### src/rtl/irqc_pkg.sv
package irqc_pkg;

    localparam int VEC_W = 8;

    typedef logic [VEC_W-1:0] vec_t;

    // Outputs of one chain stage
    typedef struct packed {
        logic po;
        logic grant;
    } stage_out_t;

    // Pass-through rule of one stage
    function automatic stage_out_t stage_eval(input logic pi, input logic pend);
        stage_out_t r;
        r.po    = pi & ~pend;
        r.grant = pi & pend;
        return r;
    endfunction

endpackage

### src/rtl/irqc_req_bank.sv
module irqc_req_bank #(
    parameter int N_DEV = 4
) (
    input  logic             clk,
    input  logic             rst,
    input  logic [N_DEV-1:0] req_i,
    input  logic             ack_i,
    output logic [N_DEV-1:0] pend_o
);

    logic [N_DEV-1:0] pend_q;
    logic [N_DEV-1:0] head_sel;
    logic [N_DEV-1:0] clr_mask;
    logic             ack_d;

    // Lowest-indexed pending device: the one whose vector was on the bus
    always_comb begin
        head_sel = '0;
        for (int i = N_DEV - 1; i >= 0; i--) begin
            if (pend_q[i]) begin
                head_sel    = '0;
                head_sel[i] = 1'b1;
            end
        end
    end

    assign clr_mask = (ack_d && !ack_i) ? head_sel : '0;

    always_ff @(posedge clk) begin
        if (rst) begin
            pend_q <= '0;
            ack_d  <= 1'b0;
        end else begin
            pend_q <= (pend_q & ~clr_mask) | req_i;
            ack_d  <= ack_i;
        end
    end

    assign pend_o = pend_q;


    req_capture_chk: assert property (@(posedge clk) disable iff (rst)
        (|req_i) |=> ((pend_q & $past(req_i)) == $past(req_i)));


    served_clear_chk: assert property (@(posedge clk) disable iff (rst)
        (ack_d && !ack_i) |=> ((pend_q & $past(head_sel) & ~$past(req_i)) == '0));


    pend_hold_chk: assert property (@(posedge clk) disable iff (rst)
        (!ack_d || ack_i) |=> ((pend_q & $past(pend_q)) == $past(pend_q)));

endmodule

### src/rtl/irqc_stage.sv
module irqc_stage
    import irqc_pkg::*;
(
    input  logic       pi_i,
    input  logic       pend_i,
    output stage_out_t so_o
);

    assign so_o = stage_eval(pi_i, pend_i);

endmodule

### src/rtl/irqc_vec_sel.sv
module irqc_vec_sel
    import irqc_pkg::*;
#(
    parameter int                       N_DEV     = 4,
    parameter logic [N_DEV*VEC_W-1:0]   VEC_TABLE = {8'h4C, 8'h48, 8'h44, 8'h40}
) (
    input  logic [N_DEV-1:0] grant_i,
    output vec_t             vec_o,
    output logic             valid_o
);

    always_comb begin
        vec_o = '0;
        for (int k = 0; k < N_DEV; k++) begin
            if (grant_i[k]) begin
                vec_o = vec_o | VEC_TABLE[k*VEC_W +: VEC_W];
            end
        end
    end

    assign valid_o = |grant_i;

endmodule

### src/rtl/irq_chain_ctrl.sv
module irq_chain_ctrl
    import irqc_pkg::*;
#(
    parameter int                       N_DEV     = 4,
    parameter logic [N_DEV*VEC_W-1:0]   VEC_TABLE = {8'h4C, 8'h48, 8'h44, 8'h40}
) (
    input  logic             clk,
    input  logic             rst,
    input  logic [N_DEV-1:0] req_i,
    input  logic             ack_i,
    output logic             irq_n_o,
    output logic [N_DEV-1:0] pi_o,
    output logic [N_DEV-1:0] po_o,
    output logic [VEC_W-1:0] vec_o,
    output logic             vec_valid_o
);

    logic [N_DEV-1:0] pend;
    logic [N_DEV-1:0] pi_w;
    logic [N_DEV-1:0] po_w;
    logic [N_DEV-1:0] grant_w;
    stage_out_t       so_w [N_DEV];

    irqc_req_bank #(.N_DEV(N_DEV)) u_bank (
        .clk    (clk),
        .rst    (rst),
        .req_i  (req_i),
        .ack_i  (ack_i),
        .pend_o (pend)
    );

    // Shared line: pulled low by any pending device
    assign irq_n_o = ~(|pend);

    for (genvar g = 0; g < N_DEV; g++) begin : g_chain
        if (g == 0) begin : g_head
            assign pi_w[g] = ack_i;
        end else begin : g_link
            assign pi_w[g] = po_w[g-1];
        end
        irqc_stage u_stage (
            .pi_i   (pi_w[g]),
            .pend_i (pend[g]),
            .so_o   (so_w[g])
        );
        assign po_w[g]    = so_w[g].po;
        assign grant_w[g] = so_w[g].grant;
    end

    irqc_vec_sel #(.N_DEV(N_DEV), .VEC_TABLE(VEC_TABLE)) u_vsel (
        .grant_i (grant_w),
        .vec_o   (vec_o),
        .valid_o (vec_valid_o)
    );

    assign pi_o = pi_w;
    assign po_o = po_w;


    single_grant_chk: assert property (@(posedge clk) disable iff (rst)
        $onehot0(grant_w));


    idle_bus_chk: assert property (@(posedge clk) disable iff (rst)
        !ack_i |-> (vec_o == '0 && !vec_valid_o));


    ack_served_chk: assert property (@(posedge clk) disable iff (rst)
        (ack_i && !irq_n_o) |-> vec_valid_o);


    full_pass_chk: assert property (@(posedge clk) disable iff (rst)
        (ack_i && po_o[N_DEV-1]) |-> (irq_n_o && !vec_valid_o));


    blocked_tail_chk: assert property (@(posedge clk) disable iff (rst)
        !pi_o[0] |-> (po_o == '0));

endmodule

### config.mk
export PLATFORM = sky130hd
export DESIGN_NAME = irq_chain_ctrl
export DESIGN_NICKNAME = d
export VERILOG_FILES = /design/src/rtl/irqc_pkg.sv /design/src/rtl/irqc_req_bank.sv /design/src/rtl/irqc_stage.sv /design/src/rtl/irqc_vec_sel.sv /design/src/rtl/irq_chain_ctrl.sv
export SDC_FILE = /design/constraint.sdc
export NUM_CORES = 1
export LEC_CHECK = 0
export ABC_AREA = 0
export CAP_MARGIN = 10
export CORE_AREA = 2 2 39 41
export DETAILED_ROUTE_END_ITERATION = 10
export DIE_AREA = 0 0 41 43
export DONT_BUFFER_PORTS = 1
export GPL_TIMING_DRIVEN = 1
export HOLD_SLACK_MARGIN = 0.03
export REMOVE_ABC_BUFFERS = 1
export SKIP_CTS_REPAIR_TIMING = 1
export SYNTH_ARGS = -nofsm -noshare
export SYNTH_HDL_FRONTEND = slang
export SYNTH_SLANG_ARGS = --single-unit
### constraint.sdc
create_clock -name clk -period 2.5 [get_ports clk]
set_input_delay 0.5 -clock clk [delete_from_list [all_inputs] [get_ports clk]]
set_output_delay 0.5 -clock clk [all_outputs]
set_load 0.005 [all_outputs]
# [Word level (Yosys, flattened, before mapping)]
# Index checks and enable logic that the tools add are counted.
[word_totals] reg_bits=5 elab_cells=31
[op_classes] mux=9 bitwise_logic=16 reduce_logical=4
[op_table] op="$mux 7" n=4
[op_table] op="$mux 4" n=5
[op_table] op="$and 1x1->1" n=8
[op_table] op="$reduce_or 4->1" n=2
[op_table] op="$not 1->1" n=5
[op_table] op="$and 4x4->4" n=1
[op_table] op="$not 4->4" n=1
[op_table] op="$or 4x4->4" n=1
[op_table] op="$logic_and 1x1->1" n=1
[op_table] op="$logic_not 1->1" n=1

# [Logic depth before layout (Yosys ltp)]
# Gate-level depths: netlist (run 1).
[depth] depth_word=8 depth_mapped=4 mapped_depth_nobuf=3

# [Modules after synthesis]
# A second synthesis (run 1) with hierarchy kept.
[hier_totals] hier_cells=41 area_unflattened_um2=344.1
[by_module_without_submodules] mod="irqc_req_bank" instances=1 cells_per_inst=18 area_each_um2=167.7 seq_area_each_um2=100.1
[by_module_without_submodules] mod="irqc_vec_sel" instances=1 cells_per_inst=10 area_each_um2=68.8 seq_area_each_um2=0.0
[by_module_without_submodules] mod="irqc_stage" instances=4 cells_per_inst=2 area_each_um2=16.3 seq_area_each_um2=0.0
[by_module_without_submodules] mod="irq_chain_ctrl" instances=1 cells_per_inst=5 area_each_um2=42.5 seq_area_each_um2=0.0

# [Worst setup path after synthesis (run 1)]
# Ideal clock, no wire load.
[synth_path] path_kind="flip-flop to output port" from="reg u_bank.pend_q[2] (netlist: u_bank.pend_o[2])" to="out vec_o[6]" t_arrival_ns=0.994 setup_slack_ns=1.006 path_stages_with_launch=3 cell_sequence="dfxtp_1 -> nor4_1 -> and2b_1"
[synth_via] elab_chain_cells=4
[synth_lines] element="start: declaration" line_no="irqc_req_bank.sv:11" rtl="logic [N_DEV-1:0] pend_q;"
[synth_lines] element="start signal: assignment" line_no="irqc_req_bank.sv:34" rtl="pend_q <= (pend_q & ~clr_mask) | req_i;"
[synth_lines] element="$not 1->1" line_no="irqc_pkg.sv:16" rtl="r.po = pi & ~pend;"
[synth_lines] element="$and 1x1->1" line_no="irqc_pkg.sv:16"
[synth_lines] element="$and 1x1->1" line_no="irqc_pkg.sv:17" rtl="r.grant = pi & pend;"
[synth_lines] element="$mux 7 (*)" line_no="irqc_vec_sel.sv:15" rtl="if (grant_i[k]) begin"
[synth_lines] element="end: declaration" line_no="irq_chain_ctrl.sv:14" rtl="output logic [VEC_W-1:0] vec_o,"
# Mark *: on every way between the ends. The rest lies on a longest branch, timed or not.

# [Worst setup path after layout (run 1)]
# Same ends and word-level chain as after synthesis.

==> flow_summary.yaml, run 1 <==
global_route:
  grtUsageMet3_pct: 5.76
  grt_util_all_layers_pct: 7.23
  grt_pass1_wl_um: 793
  antenna_found_initial: 0
  grt_max_degree: 9
  first_global_vias: 204
  overflow: 0
  use_met1_pct: 6.75
  top_usage_layer: "met2"
  use_met2_pct: 9.69
floorplan:
  die_h_um: 43
  initial_utilization_pct: 24.0
  core_sq_um: 1380
  ios: 25
  die_area_sq_um: 1760
  die_w_um: 41
  num_rows: 14
worst_setup_path:
  startpoint_type: "flop"
  worstSetupPathType: "reg2out"
  critPathArrivalTime_ps: 1380
  cp_data_required_time_ps: 2000
  end_kind: "output port"
  critPathMaxFanout: 7
logic_synthesis:
  ys_ff_latch: 5
  yosys_warnings: 0
  syn_area_sq_um: 332
  synth_cells: 44
  yosys.cell_types.count: 16
  postSynthAreaPerCell_sq_um: 7.54
  synth_seq_area_share_pct: 30.2
power:
  p_switching_uw: 52.0
  power.density_nw_per_um2: 687
  power.internal_uw: 156
  clkPwrFrac_pct: 44.2
  swShare_pct: 25.0
  leakage_uw: 0.000141
  pwr-share-seq_pct: 44.4
  p_comb_share_pct: 11.5
  ir_drop_uv: 151
timing:
  finalCriticalPeriod_ps: 1880
  worst_pin_slew_ps: 534
  min_period_over_period_pct: 75.1
  setup_violations: 0
  fin_hold_ws_ps: 325
  slew_violations: 0
  grt_setup_unrepaired: "false"
  setup_tns_ps: 0
  hold_viol: 0
  slew_headroom_pct: 64.1
  max_freq_mhz: 532
  fin_skew_ps: 1.72
clock_tree:
  numClockSinks: 5
  htreeDepth: 1
  clk_pin_slew_ps: 40
  cts_tree: "yes"
  numCtsBuffers: 3
  cts.path.max_buffers: 2
  cts-root-buf: "clkbuf_4"
  clk_latency_ps: 240
route:
  drtIter0Drc: 0
  drt_pass1_iterations: 1
  vias_per_cell: 4.14
  ant_nets: 0
  wl_per_cell_um: 10.1
  wirelength_um: 566
  drc_errors: 0
  num_vias: 232
hold_path:
  hold_path.class: "in2reg"
layout:
  fillers: 162
  antennaDiodeCount: 0
  nets: 48
  layout_commonest_cell: "nor2_1"
  drive_above_1_share_pct: 7.50
  final_cell_mix: "nor2_1 (6), conb_1 (5), dfxtp_1 (5), a21oi_1 (4)"
  utilization_pct: 21.9
  area_delta_synth_final_pct: -8.68
  fin_area_sq_um: 303
placed_design:
  place_area_sq_um: 277
  globalplace.congestion: 0.664
  io_buffers: 0
job:
  cap_violations: 0
status:
  outcome: "finished clean"
## state kept, by name, indices dropped and copies added (netlist names)
signal,cells
u_bank.pend_o,4
u_bank.ack_d,1
## cells in the mapped netlist
cell type,instances,area (sq um)
buf_4,12,90.1
nor4_1,1,6.26
a21oi_1,4,20.0
and2b_1,3,22.5
nand2b_1,1,6.26
nor3_1,1,5.00
o21ai_1,1,5.00
o21ai_0,1,5.00
conb_1,1,3.75
nor2b_1,2,12.5
o21a_1,1,7.51
nand2_1,1,3.75
nor2_1,6,22.5
or4b_1,1,10.0
inv_1,3,11.3
dfxtp_1,5,100
## final timing paths
| check | from | to | slack [ps] | cells past startpoint |
|---|---|---|---|---|
| min reg2reg | u_bank.pend_o[3] | u_bank.pend_o[3] | 530 | 2 |
| min | rst | u_bank.pend_o[1] | 330 | 1 |
| max | u_bank.pend_o[2] | vec_o[6] | 620 | 2 |
| max reg2reg | u_bank.pend_o[0] | u_bank.pend_o[3] | 1280 | 3 |
## power groups by stage
stage	Sequential [uW]	Clock, uW	Combinational [uW]
global route	93.6	103	29.4
CTS	92.4	97.2	24.1
global placement	93.2	0	23.7
detailed placement	93.8	0	24.0
floorplan	92.0	0	21.5
finish	92.3	91.8	23.8
## layout make-up
cell class                      count  area [sq um]  share of cell area [%]
Sequential cell                     5           100                    33.1
Multi-Input combinational cell     28           145                    47.9
Clock buffer                        4          26.3                    8.68
Inverter                            3          11.3                    3.72
Tap cell                           16          20.0                    6.61
## per-layer routing
layer / share of wire, % / vias to the layer above
met1: 40 / 98
met3: 19 / 0
met2: 41 / 20
met4: 0 / 0
li1: - / 114
met5: 0 / -
## worst max-delay path, stage by stage, from the launching register on
cell     delay, ps
dfxtp_1        360
nor4_1         530
and2b_1        260
## stage by stage
step,power [uW],std cells,setup WS [ps]
2_1_floorplan,113,36,1010
3_3_place_gp,117,52,941
3_5_place_dp,118,52,878
4_1_cts,214,56,609
5_1_grt,226,56,475
6_report,208,56,622
## logic make-up (layout without fill, tap and decap cells)
logic type / count (synthesis) / in the layout / synth area share (%)
flops: 5 / 5 / 30.2
other cells: 1 / 5 / 1.13
buf+inv: 15 / 7 / 30.6
simple gates: 16 / 16 / 26.8
compound gates: 7 / 7 / 11.3
(Power assumes the default switching activity.)
==> inputs of run 2 (changes only) <==
==> constraint.sdc (replaced) <==
create_clock -name clk -period 1.5 [get_ports clk]
set_input_delay 0.3 -clock clk [delete_from_list [all_inputs] [get_ports clk]]
set_output_delay 0.3 -clock clk [all_outputs]
set_load 0.005 [all_outputs]
==> run 2 against run 1 <==
Net effect: core utilization increased by 1.7 points; global-route usage increased by 0.71 points; critical path type unchanged; cell area increased by 7.9%; via count rose by 6.9%; sequential power increased by 72%; critical endpoint is now vec_valid_o; combinational power up 92%; largest power group is now the clock network; critical path depth unchanged.
==> flow_summary.yaml, run 2 (synthesis gave the netlist of run 1 again) <==
status:
  outcome: "finished clean"
worst_setup_path:
  worstSetupPathType: "reg2out"
  cp_data_required_time_ps: 1200
  crit_path_top_delay_cell: "dfxtp_1"
  critPathMaxFanout: 6
  end_kind: "output port"
  critPathArrivalTime_ps: 1130
  crit_path_max_incr_delay_ps: 370
  crit_buf_inv: 0
  crit_chain: "nor4_4 > and2b_1"
  crit_family: "simple AND/OR/NAND/NOR gates"
  startpoint_type: "flop"
job:
  cap_violations: 0
route:
  vias_per_cell: 4.35
  wirelength_um: 624
  wl_per_cell_um: 10.9
  drtIter0Drc: 6
  drc_errors: 0
  num_vias: 248
  ant_nets: 0
  drt_pass1_iterations: 4
layout:
  fin_cells: 57
  antennaDiodeCount: 0
  fillers: 159
  final_cell_mix: "nor2_1 (6), conb_1 (5), a21oi_1 (4), dfxtp_1 (4)"
  layout_commonest_cell: "nor2_1"
  largest_reg_flops: 4
  nets: 49
  area_delta_synth_final_pct: -1.51
  drive_above_1_share_pct: 14.6
placed_design:
  dp_hpwl_um: 443
  post-place-ws_ps: 197
  globalplace.congestion: 0.666
  place_inst: 53
  io_buffers: 0
global_route:
  use_met2_pct: 9.38
  grt_pass1_wl_um: 841
  first_global_vias: 215
  grtUsageMet3_pct: 7.33
  grt_max_degree: 9
  use_met1_pct: 7.42
  overflow: 0
  top_usage_layer: "met2"
  grt_util_all_layers_pct: 7.94
  antenna_found_initial: 0
clock_tree:
  htreeDepth: 1
  numClockSinks: 5
  numCtsBuffers: 3
  clk_latency_ps: 240
  clk_pin_slew_ps: 50
  cts_tree: "yes"
  cts-root-buf: "clkbuf_4"
  cts.path.max_buffers: 2
floorplan:
  ios: 25
  num_rows: 14
  die_area_sq_um: 1760
  initial_utilization_pct: 24.0
  die_h_um: 43
  die_w_um: 41
  core_sq_um: 1380
hold_path:
  hold_path.class: "in2reg"
timing:
  slew_violations: 0
  setup_ws_ps: 69.2
  fin_hold_ws_ps: 115
  min_period_over_period_pct: 95.4
  max_freq_mhz: 699
  hold_viol: 0
  finalCriticalPeriod_ps: 1430
  setup_violations: 0
  fin_skew_ps: 1.08
power:
  power.density_nw_per_um2: 1110
  leakage_uw: 0.000148
  ir_drop_uv: 242
## run 2: cell count changes in the layout (fill, tap and decap cells not counted), sizes merged
cell / previous run / this run
buf: 0 / 1
## run 2: through the flow
stage               TNS, ps  instance area (sq um)  power, uW  util, %
global route          -6.34                    327        394     23.6
finish                    0                    327        364     23.6
global placement          0                    284        198     20.5
CTS                    -158                    310        361     22.4
floorplan                 0                    256        189        -
detailed placement        0                    284        199     20.5
## run 2: worst paths after layout
check | startpoint | endpoint | slack [ps] | cells past startpoint
setup / recovery | u_bank.pend_o[0] | vec_valid_o | 70 | 2
hold / removal | rst | u_bank.pend_o[3] | 110 | 1
setup reg to reg | u_bank.pend_o[0] | u_bank.pend_o[3] | 240 | 3
hold reg to reg | u_bank.pend_o[3] | u_bank.pend_o[3] | 530 | 2
## run 2: per-layer routing
metal  vias up  routed length [um]
li1        120                   -
met2        22                 241
met3         2                 107
met4         0                  10
met5         -                   0
met1       104                 265
## run 2: layout make-up
type	count	area [sq um]	area share, %
clock buffer	4	26.3	8.05
inverter	3	11.3	3.45
multi-input combinational	28	160	49.0
sequential	5	101	31.0
tap	16	20.0	6.13
timing repair buffer	1	7.51	2.30
## run 2: where the power goes
part           leakage [uW]  switching, uW  internal, uW
Clock             0.0000150           59.0           101
Sequential        0.0000421           15.4           143
Combinational     0.0000913           23.7          21.8
